**config.mk**
```make
export PLATFORM = sky130hd
export DESIGN_NAME = chan_seq_top
export DESIGN_NICKNAME = d
export VERILOG_FILES = /design/src/rtl/chseq_pkg.sv /design/src/rtl/chseq_cfg.sv /design/src/rtl/chseq_core.sv /design/src/rtl/chseq_out.sv /design/src/rtl/chan_seq_top.sv
export SDC_FILE = /design/constraint.sdc
export NUM_CORES = 1
export LEC_CHECK = 0
export BUFFER_PORTS_ARGS = -buffer_cell sky130_fd_sc_hd__clkbuf_2
export CAP_MARGIN = 0
export CORE_MARGIN = 4
export CORE_UTILIZATION = 54
export DETAILED_ROUTE_END_ITERATION = 8
export GPL_TIMING_DRIVEN = 0
export PLACE_DENSITY = 0.91
export REMOVE_ABC_BUFFERS = 1
export SETUP_SLACK_MARGIN = 0.15
export SLEW_MARGIN = 20
export SYNTH_ARGS = -nofsm -noshare
export SYNTH_HDL_FRONTEND = slang
export SYNTH_SLANG_ARGS = --single-unit
```
**constraint.sdc**
```tcl
create_clock -name clk -period 4.1 [get_ports clk]
set_clock_uncertainty 0.2 [all_clocks]
set_input_delay 0.82 -clock clk [delete_from_list [all_inputs] [get_ports clk]]
set_output_delay 0.82 -clock clk [all_outputs]
set_load 0.02 [all_outputs]
```
**src/rtl/chseq_pkg.sv**
```systemverilog
package chseq_pkg;

    localparam int NUM_CH   = 4;
    localparam int IDX_W    = $clog2(NUM_CH);
    localparam int WORD_W   = 9;
    localparam int REV_BIT  = NUM_CH;
    localparam int RSVD_LSB = REV_BIT + 1;

    typedef logic [IDX_W-1:0]  ch_idx_t;
    typedef logic [NUM_CH-1:0] ch_vec_t;

    // Stored control: reserved bits are never kept.
    typedef struct packed {
        logic    rev;
        ch_vec_t pick;   // pick[NUM_CH-1] is channel A
    } mux_ctl_t;

    typedef struct packed {
        ch_idx_t idx;
        logic    bad;
    } pick_res_t;

    localparam mux_ctl_t CTL_DEFAULT = '{rev: 1'b0, pick: {1'b1, {(NUM_CH-1){1'b0}}}};

    function automatic mux_ctl_t clean_word(input logic [WORD_W-1:0] w);
        mux_ctl_t c;
        c.rev  = w[REV_BIT];
        c.pick = w[NUM_CH-1:0];
        return c;
    endfunction

    function automatic logic has_rsvd(input logic [WORD_W-1:0] w);
        return |w[WORD_W-1:RSVD_LSB];
    endfunction

    function automatic ch_idx_t first_chan(input logic rev);
        return rev ? ch_idx_t'(NUM_CH-1) : '0;
    endfunction

    function automatic ch_idx_t order_map(input logic rev, input ch_idx_t pos);
        return rev ? ch_idx_t'(NUM_CH-1) - pos : pos;
    endfunction

    function automatic ch_idx_t next_pos(input ch_idx_t pos);
        return (pos == ch_idx_t'(NUM_CH-1)) ? '0 : pos + ch_idx_t'(1);
    endfunction

    // Lowest channel letter wins; no bit set yields channel A.
    function automatic pick_res_t pick_decode(input ch_vec_t pick);
        pick_res_t r;
        r.idx = '0;
        r.bad = ($countones(pick) != 1);
        for (int c = NUM_CH-1; c >= 0; c--) begin
            if (pick[NUM_CH-1-c]) r.idx = ch_idx_t'(c);
        end
        return r;
    endfunction

    function automatic ch_vec_t to_onehot(input ch_idx_t idx);
        return ch_vec_t'(1) << idx;
    endfunction

endpackage

```
**src/rtl/chseq_cfg.sv**
```systemverilog
module chseq_cfg
    import chseq_pkg::*;
(
    input  logic              clk,
    input  logic              rst,
    input  logic              pwr_dn,
    input  logic              wr_en,
    input  logic [WORD_W-1:0] wr_data,
    input  logic              load,
    output logic              act_rev,
    output ch_vec_t           act_pick,
    output logic              rsvd_err
);

    mux_ctl_t pend_q;
    mux_ctl_t act_q;
    logic     rsvd_q;
    logic     accept;
    logic     take;

    assign accept = wr_en && !pwr_dn;
    assign take   = load && !pwr_dn;

    always_ff @(posedge clk) begin
        if (rst) begin
            pend_q <= CTL_DEFAULT;
            act_q  <= CTL_DEFAULT;
            rsvd_q <= 1'b0;
        end else begin
            if (accept) begin
                pend_q <= clean_word(wr_data);
                if (has_rsvd(wr_data)) rsvd_q <= 1'b1;
            end
            if (take) act_q <= pend_q;
        end
    end

    assign act_rev  = act_q.rev;
    assign act_pick = act_q.pick;
    assign rsvd_err = rsvd_q;


    rsvd_sticky_chk: assert property (@(posedge clk) disable iff (rst)
        rsvd_err |=> rsvd_err);


    rsvd_flag_chk: assert property (@(posedge clk) disable iff (rst)
        (wr_en && !pwr_dn && (wr_data[WORD_W-1:RSVD_LSB] != '0)) |=> rsvd_err);


    pd_ctl_hold_chk: assert property (@(posedge clk) disable iff (rst)
        pwr_dn |=> ($stable(act_rev) && $stable(act_pick)));

endmodule

```
**src/rtl/chseq_core.sv**
```systemverilog
module chseq_core
    import chseq_pkg::*;
(
    input  logic    clk,
    input  logic    rst,
    input  logic    run,
    input  logic    quad,
    input  logic    tick,
    input  logic    restart,
    output ch_idx_t pos
);

    ch_idx_t pos_q;

    always_ff @(posedge clk) begin
        if (rst) begin
            pos_q <= '0;
        end else if (run) begin
            if (restart)           pos_q <= '0;
            else if (tick && quad) pos_q <= next_pos(pos_q);
        end
    end

    assign pos = pos_q;


    step_wrap_chk: assert property (@(posedge clk) disable iff (rst)
        (run && quad && tick && !restart) |=>
            (pos == ch_idx_t'((int'($past(pos)) + 1) % NUM_CH)));


    restart_pos_chk: assert property (@(posedge clk) disable iff (rst)
        (run && restart) |=> (pos == '0));

endmodule

```
**src/rtl/chseq_out.sv**
```systemverilog
module chseq_out
    import chseq_pkg::*;
(
    input  logic    clk,
    input  logic    rst,
    input  logic    run,
    input  logic    quad,
    input  logic    rev,
    input  ch_vec_t pick,
    input  ch_idx_t pos,
    output ch_idx_t ch_idx,
    output ch_vec_t ch_sel,
    output logic    illegal
);

    pick_res_t res;
    ch_idx_t   nxt_idx;
    logic      nxt_bad;
    ch_idx_t   idx_q;
    ch_vec_t   sel_q;
    logic      bad_q;

    always_comb begin
        res = pick_decode(pick);
        if (quad) begin
            nxt_idx = order_map(rev, pos);
            nxt_bad = 1'b0;
        end else begin
            nxt_idx = res.idx;
            nxt_bad = res.bad;
        end
    end

    always_ff @(posedge clk) begin
        if (rst) begin
            idx_q <= '0;
            sel_q <= to_onehot('0);
            bad_q <= 1'b0;
        end else if (run) begin
            idx_q <= nxt_idx;
            sel_q <= to_onehot(nxt_idx);
            bad_q <= nxt_bad;
        end
    end

    assign ch_idx  = idx_q;
    assign ch_sel  = sel_q;
    assign illegal = bad_q;


    pd_out_hold_chk: assert property (@(posedge clk) disable iff (rst)
        !run |=> ($stable(ch_idx) && $stable(ch_sel) && $stable(illegal)));


    empty_pick_chk: assert property (@(posedge clk) disable iff (rst)
        (run && !quad && (pick == '0)) |=> (illegal && ch_idx == '0));

endmodule

```
**src/rtl/chan_seq_top.sv**
```systemverilog
module chan_seq_top
    import chseq_pkg::*;
(
    input  logic       clk,
    input  logic       rst,
    input  logic       cfg_we,
    input  logic [8:0] cfg_wdata,
    input  logic       smp_pulse,
    input  logic       conv_tick,
    input  logic       quad_mode,
    input  logic       pwr_dn,
    output logic [3:0] ch_sel,
    output logic [1:0] ch_idx,
    output logic       illegal_cfg,
    output logic       rsvd_err
);

    logic    run;
    logic    act_rev;
    ch_vec_t act_pick;
    ch_idx_t pos;

    assign run = !pwr_dn;

    chseq_cfg u_cfg (
        .clk      (clk),
        .rst      (rst),
        .pwr_dn   (pwr_dn),
        .wr_en    (cfg_we),
        .wr_data  (cfg_wdata),
        .load     (smp_pulse),
        .act_rev  (act_rev),
        .act_pick (act_pick),
        .rsvd_err (rsvd_err)
    );

    chseq_core u_core (
        .clk     (clk),
        .rst     (rst),
        .run     (run),
        .quad    (quad_mode),
        .tick    (conv_tick),
        .restart (smp_pulse),
        .pos     (pos)
    );

    chseq_out u_out (
        .clk     (clk),
        .rst     (rst),
        .run     (run),
        .quad    (quad_mode),
        .rev     (act_rev),
        .pick    (act_pick),
        .pos     (pos),
        .ch_idx  (ch_idx),
        .ch_sel  (ch_sel),
        .illegal (illegal_cfg)
    );


    sel_match_chk: assert property (@(posedge clk) disable iff (rst)
        ($onehot(ch_sel) && ch_sel[ch_idx]));


    restart_out_chk: assert property (@(posedge clk) disable iff (rst)
        (smp_pulse && !pwr_dn) ##1 (!pwr_dn && quad_mode && !smp_pulse) |=>
            (ch_idx == first_chan(act_rev)));


    quad_legal_chk: assert property (@(posedge clk) disable iff (rst)
        (quad_mode && !pwr_dn) |=> !illegal_cfg);

endmodule

```
-- Word level (Yosys, flattened, before mapping)
Cells that the tools add are included.
- mux-type cells: 10
- reductions and logical operators: 8
- shifts and indexed selects: 1
- eq/ne operators: 2
- bitwise operators: 1
- div/mod/pow operators: 0
- order comparisons: 0
- multiply operators: 0
- $add $sub $neg: 5
- operators by type and width (cell ; number):
    $add A32 B32 Y32 ; 1
    $ne A32 B2 Y1 const B ; 1
    $mux W2 ; 9
    $add A1 B1 Y2 ; 2
    $reduce_and A2 Y1 ; 2
    $reduce_or A4 Y1 ; 1
    $shl A1 B2 Y4 const A ; 1
    $logic_and A1 B1 Y1 ; 3
    $add A2 B1 Y2 const B ; 1
    $eq A2 B2 Y1 const B ; 1
    $reduce_bool A2 Y1 ; 1
    $sub A2 B2 Y2 const A ; 1
    $logic_not A1 Y1 ; 1
    $mux W1 ; 1
    $not A1 Y1 ; 1
- output and inout bits: 8
- word-level logic and storage cells: 36
- memories kept: 0
- bits in registers: 20
- RAM bits: 0
- bits in latches: 0
- ROM bits: 0
- input bits: 16

-- Longest topological paths before layout
- depth in word-level cells: 6
- gate-level depth with buffers: 7
- gate-level depth less buffers: 7

-- Cells and area by module
From an unflattened synthesis, not the netlist that was laid out.
- cell total of the unflattened synthesis: 99
- area, all modules: 933.4 sq um
- modules (own cells, without submodules) (module ; seq. area each (sq um) ; cells an instance ; area each (sq um) ; times used):
    chseq_out ; 140.1 ; 46 ; 420.4 ; 1
    chseq_cfg ; 220.2 ; 39 ; 402.9 ; 1
    chseq_core ; 40.0 ; 13 ; 106.4 ; 1
    chan_seq_top ; 0.0 ; 1 ; 3.8 ; 1

-- Worst setup path after synthesis
OpenSTA, ideal clock, no wires.
- kind: register to register
- start: register u_cfg.act_q, in the netlist u_cfg.act_pick[0]
- end: register u_out.bad_q, in the netlist u_out.illegal
- setup time: 71 ps
- period minus slack after synthesis: 2045 ps
- data required time: 3829 ps
- path buffers: 0
- stages on the path, launching flop included: 8
- arrival time: 1775 ps
- setup slack: 2055 ps
- cells stage by stage: dfxtp_1 -> inv_1 -> ha_1 -> ha_1 -> fa_1 -> nor2_1 -> a211o_1 -> a21oi_1
- cells in the longest elaborated chain, start to end: 4
- RTL lines (item ; RTL line ; RTL):
    start: declaration ; chseq_cfg.sv:16 ; mux_ctl_t act_q;
    start signal: assignment ; chseq_cfg.sv:34 ; if (take) act_q <= pend_q;
    $add A1 B1 Y2 (not written as such) ; chseq_pkg.sv:52 ; r.bad = ($countones(pick) != 1);
    $add A32 B32 Y32 (not written as such) ; chseq_pkg.sv:52 ;
    $ne A32 B2 Y1 ; chseq_pkg.sv:52 ;
    $mux W1 ; chseq_out.sv:25 ; if (quad) begin
    end signal: assignment ; chseq_out.sv:42 ; bad_q <= nxt_bad;
    end: declaration ; chseq_out.sv:21 ; logic bad_q;
Every way passes these cells.
A chain may end at the register's enable or synchronous reset.

-- Worst setup path after layout
Same ends and word-level chain as after synthesis.

==> impl_results.html <==
<table>
<tr><th>Metric</th><th>Value</th></tr>
<tr><th colspan="2">Run status</th></tr>
<tr><td>Run status</td><td>finished clean</td></tr>
<tr><th colspan="2">Timing</th></tr>
<tr><td>Aggregate negative setup slack</td><td>0 ns</td></tr>
<tr><td>Measured slew at the worst slew-check pin</td><td>0.596 ns</td></tr>
<tr><td>Number of max-slew violations in the final report</td><td>0</td></tr>
<tr><td>Worst-case headroom to the max-slew limit</td><td>60.2%</td></tr>
<tr><td>Hold Vio Cnt, Final</td><td>0</td></tr>
<tr><td>RSZ-0062 raised after global routing</td><td>no</td></tr>
<tr><td>Highest attainable clock frequency</td><td>0.458 GHz</td></tr>
<tr><td>Shortest clock period the worst path allows after layout</td><td>2.18 ns</td></tr>
<tr><td>Setup Viol. Count Final</td><td>0</td></tr>
<tr><td>Final worst path period share</td><td>53.3%</td></tr>
<tr><th colspan="2">Run</th></tr>
<tr><td>Max capacitance violation total</td><td>0</td></tr>
<tr><th colspan="2">Floorplanning</th></tr>
<tr><td>Floorplan die width</td><td>49.7 um</td></tr>
<tr><td>FP Rows</td><td>14</td></tr>
<tr><td>I/O pin total</td><td>24</td></tr>
<tr><td>Initial Utilization</td><td>59.6%</td></tr>
<tr><td>Core Area</td><td>1580 um^2</td></tr>
<tr><td>Overall die area</td><td>2470 um^2</td></tr>
<tr><td>Die Y</td><td>49.7 um</td></tr>
<tr><th colspan="2">Finish</th></tr>
<tr><td>Share of the core filled with cells</td><td>67.8%</td></tr>
<tr><td>Net count reported at finish</td><td>145</td></tr>
<tr><td>Number of antenna diodes</td><td>0</td></tr>
<tr><td>Share of post-route cells with drive strength above 1</td><td>25.0%</td></tr>
<tr><td>Layout area overhead</td><td>13.7%</td></tr>
<tr><th colspan="2">Logic synthesis</th></tr>
<tr><td>Combined area of all synthesized cells</td><td>940 um^2</td></tr>
<tr><td>Ys flop type</td><td>sky130_fd_sc_hd__dfxtp_1</td></tr>
<tr><td>Share of Yosys cell area claimed by the top area cell type</td><td>42.6%</td></tr>
<tr><td>EDFF count, synth</td><td>0</td></tr>
<tr><td>Area contributors post-synth</td><td>sky130_fd_sc_hd__dfxtp_1 43%, sky130_fd_sc_hd__ha_1 8.0%, sky130_fd_sc_hd__nand2_1 5.6%, sky130_fd_sc_hd__a21oi_1 5.3%, sky130_fd_sc_hd__mux2i_1 4.3%</td></tr>
<tr><td>Yosys reg bits</td><td>20</td></tr>
<tr><td>Fraction of the yosys area taken by sequential cells</td><td>42.6%</td></tr>
<tr><td>Number of distinct library cells after synthesis</td><td>29</td></tr>
<tr><td>Mean Syn Cell Area</td><td>9.49 um^2</td></tr>
<tr><td>Leading area contributor after synthesis</td><td>sky130_fd_sc_hd__dfxtp_1</td></tr>
<tr><td>Synth warn</td><td>0</td></tr>
<tr><td>Count of mapped cells out of synthesis</td><td>99</td></tr>
<tr><td>Asr flop ratio synth</td><td>0%</td></tr>
<tr><th colspan="2">CTS</th></tr>
<tr><td>Hold buffer count at CTS</td><td>0</td></tr>
<tr><td>Clock insertion delay at the later pin of the skew report</td><td>0.29 ns</td></tr>
<tr><td>Sinks on Clock Net</td><td>20</td></tr>
<tr><td>Cell at the root of the clock tree</td><td>sky130_fd_sc_hd__clkbuf_4</td></tr>
<tr><td>Post-cts sizing count</td><td>0</td></tr>
<tr><td>Clock transition time at the flip-flop clock pins of the worst setup and hold paths</td><td>0.10 ns</td></tr>
<tr><td>Number of buffers created by CTS</td><td>3</td></tr>
<tr><td>CTS tree</td><td>done</td></tr>
<tr><td>Post-CTS setup-driven buffer insertion count</td><td>0</td></tr>
<tr><td>H-tree levels</td><td>1</td></tr>
<tr><td>Maximum buffer depth of the clock tree</td><td>2</td></tr>
<tr><th colspan="2">Global route</th></tr>
<tr><td>Largest net degree at the start of global routing</td><td>22</td></tr>
<tr><td>Number of global-route vias before repair</td><td>759</td></tr>
<tr><td>First-pass GRT wire length</td><td>3.20 mm</td></tr>
<tr><td>GR Util All Layers</td><td>16.4%</td></tr>
<tr><td>Initial antenna violation count</td><td>0</td></tr>
<tr><td>GRT overflow</td><td>0</td></tr>
<tr><th colspan="2">Detailed routing</th></tr>
<tr><td>Total iterations of the first detailed-routing run</td><td>4</td></tr>
<tr><td>Ratio of routed vias to standard cells</td><td>5.49</td></tr>
<tr><td>Per-cell routed wire length</td><td>13.1 um</td></tr>
<tr><td>Antenna Nets Post-Route</td><td>0</td></tr>
<tr><td>Via count of the routed design</td><td>747</td></tr>
<tr><td>Post-detailed-route DRC marker count</td><td>0</td></tr>
<tr><td>Total routed wirelength</td><td>1.78 mm</td></tr>
<tr><td>Number of design-rule violations left by the first detailed-router iteration</td><td>10</td></tr>
<tr><th colspan="2">Critical path</th></tr>
<tr><td>Type of the worst setup path</td><td>reg2reg</td></tr>
<tr><td>RR Startpoint</td><td>u_cfg.act_pick[0]$_SDFFE_PP0P_</td></tr>
<tr><td>Crit path launch</td><td>u_cfg.act_pick[0]$_SDFFE_PP0P_</td></tr>
<tr><td>Highest fanout seen on the critical path</td><td>4</td></tr>
<tr><td>Critical path data required time</td><td>4.13 ns</td></tr>
<tr><td>Startpoint types</td><td>flip-flop</td></tr>
<tr><td>Nature of the critical path endpoint</td><td>flip-flop</td></tr>
<tr><td>Data arrival time of the critical path</td><td>2.21 ns</td></tr>
<tr><th colspan="2">Placed design</th></tr>
<tr><td>Gp weighted congestion</td><td>0.839</td></tr>
<tr><td>Number of port buffers</td><td>23</td></tr>
<tr><td>Hpwl dp</td><td>1.46 mm</td></tr>
<tr><th colspan="2">Power and ir drop</th></tr>
<tr><td>Static leakage power</td><td>0.000478 uW</td></tr>
<tr><td>Worst VDD drop</td><td>0.000209 V</td></tr>
<tr><td>Power per standard cell area</td><td>313 nW/um^2</td></tr>
<tr><th colspan="2">Hold path</th></tr>
<tr><td>Worst hold-check path type</td><td>reg2reg</td></tr>
<tr><td>HP Start</td><td>u_cfg.pend_q[0]$_SDFFE_PP0P_</td></tr>
</table>
==> layout make-up <==
| cell class | instances | area [um^2] |
|---|---|---|
| well taps | 16 | 20.0 |
| multi-input cells | 71 | 499 |
| inverters | 3 | 11.3 |
| clock buffers | 3 | 22.5 |
| fillers | 133 | 508 |
| flip-flops and latches | 20 | 400 |
| repair buffers | 23 | 115 |
==> state kept, by name, indices dropped and copies added (netlist names) <==
signal          flops
u_core.pos          2
u_cfg.act_pick      4
u_out.ch_sel        4
u_cfg.act_rev       1
u_out.ch_idx        2
u_cfg.rsvd_err      1
u_out.illegal       1
u_cfg.pend_q        5
==> worst max-delay path, cell delays in order (launching register included) <==
cell and delay [ns]:
sky130_fd_sc_hd__dfxtp_1 0.39, sky130_fd_sc_hd__inv_1 0.06, sky130_fd_sc_hd__ha_1 0.31, sky130_fd_sc_hd__ha_1 0.22, sky130_fd_sc_hd__fa_1 0.48, sky130_fd_sc_hd__nor2_1 0.05
sky130_fd_sc_hd__a211o_1 0.28, sky130_fd_sc_hd__a21oi_1 0.13
==> final timing paths <==
path              cells past startpoint  slack (ns)                              to
setup / recovery                      7        1.92      u_out.illegal$_SDFFE_PP0N_
hold / removal                        2        0.26  u_cfg.act_pick[0]$_SDFFE_PP0P_
setup reg to reg                      7        1.92      u_out.illegal$_SDFFE_PP0N_
hold reg to reg                       2        0.26  u_cfg.act_pick[0]$_SDFFE_PP0P_
==> Yosys cell counts (2+ instances only) <==
cell / count
sky130_fd_sc_hd__a211o_1: 2
sky130_fd_sc_hd__xor2_1: 2
sky130_fd_sc_hd__buf_2: 2
sky130_fd_sc_hd__ha_1: 6
sky130_fd_sc_hd__o32ai_1: 2
sky130_fd_sc_hd__clkbuf_1: 2
sky130_fd_sc_hd__or2_1: 2
sky130_fd_sc_hd__mux2i_1: 4
sky130_fd_sc_hd__dfxtp_1: 20
sky130_fd_sc_hd__a21oi_1: 10
sky130_fd_sc_hd__nand2_1: 14
sky130_fd_sc_hd__or4_1: 2
sky130_fd_sc_hd__nor2b_1: 3
sky130_fd_sc_hd__nand3_1: 2
sky130_fd_sc_hd__a211oi_1: 2
sky130_fd_sc_hd__nor2_1: 9
sky130_fd_sc_hd__inv_1: 3
==> through the flow <==
step | total power (uW) | worst slack (ns) | instance area (um^2) | hold slack (ns) | instances
after floorplan | 232 | 2.06 | 911 | 0.225 | 94
after global placement | 250 | 1.87 | 1050 | 0.242 | 133
after detailed placement | 252 | 1.86 | 1050 | 0.248 | 133
after CTS | 339 | 1.91 | 1070 | 0.263 | 136
after global routing | 353 | 1.83 | 1070 | 0.287 | 136
final | 335 | 1.92 | 1070 | 0.262 | 136
==> layer usage <==
metal  up-vias  part of all wire [%]  global-route usage [%]
li1        387                     -                       -
met1       333                    45                    19.4
met2        23                    48                    28.0
met3         4                   5.2                    4.52
met4         0                   1.6                    6.45
met5         -                     0                       0
==> power by group <==
group / total [uW] / leakage, uW / switching (uW) / internal, uW
registers: 206 / 0.000163 / 4.55 / 201
clock network: 87.1 / 0.0000138 / 52.9 / 34.2
logic: 41.9 / 0.000301 / 23.9 / 18.0
total: 335 / 0.000478 / 81.4 / 253
==> cell usage in the layout, fill, tap and decap left out, types with 2 or more instances in the layout <==
cell / instances
sky130_fd_sc_hd__clkbuf_2: 23
sky130_fd_sc_hd__dfxtp_1: 20
sky130_fd_sc_hd__nand2_1: 14
sky130_fd_sc_hd__a21oi_1: 10
sky130_fd_sc_hd__nor2_1: 9
sky130_fd_sc_hd__ha_1: 6
sky130_fd_sc_hd__mux2i_1: 4
sky130_fd_sc_hd__inv_1: 3
sky130_fd_sc_hd__nor2b_1: 3
sky130_fd_sc_hd__clkbuf_4: 3
sky130_fd_sc_hd__or2_1: 2
sky130_fd_sc_hd__xor2_1: 2
sky130_fd_sc_hd__a211oi_1: 2
sky130_fd_sc_hd__nand3_1: 2
sky130_fd_sc_hd__or4_1: 2
sky130_fd_sc_hd__o32ai_1: 2
sky130_fd_sc_hd__a211o_1: 2
==> logic make-up after synthesis <==
| family | count (synthesis) | share of synthesized area, % |
|---|---|---|
| mux | 4 | 4.26 |
| buf+inv | 8 | 4.26 |
| compound gates | 21 | 15.8 |
| fa+ha+maj | 7 | 10.1 |
| flops | 20 | 42.6 |
| xor+xnor | 2 | 1.86 |
| simple gates | 37 | 21.0 |
No activity file was read; power rests on OpenSTA's default activity.
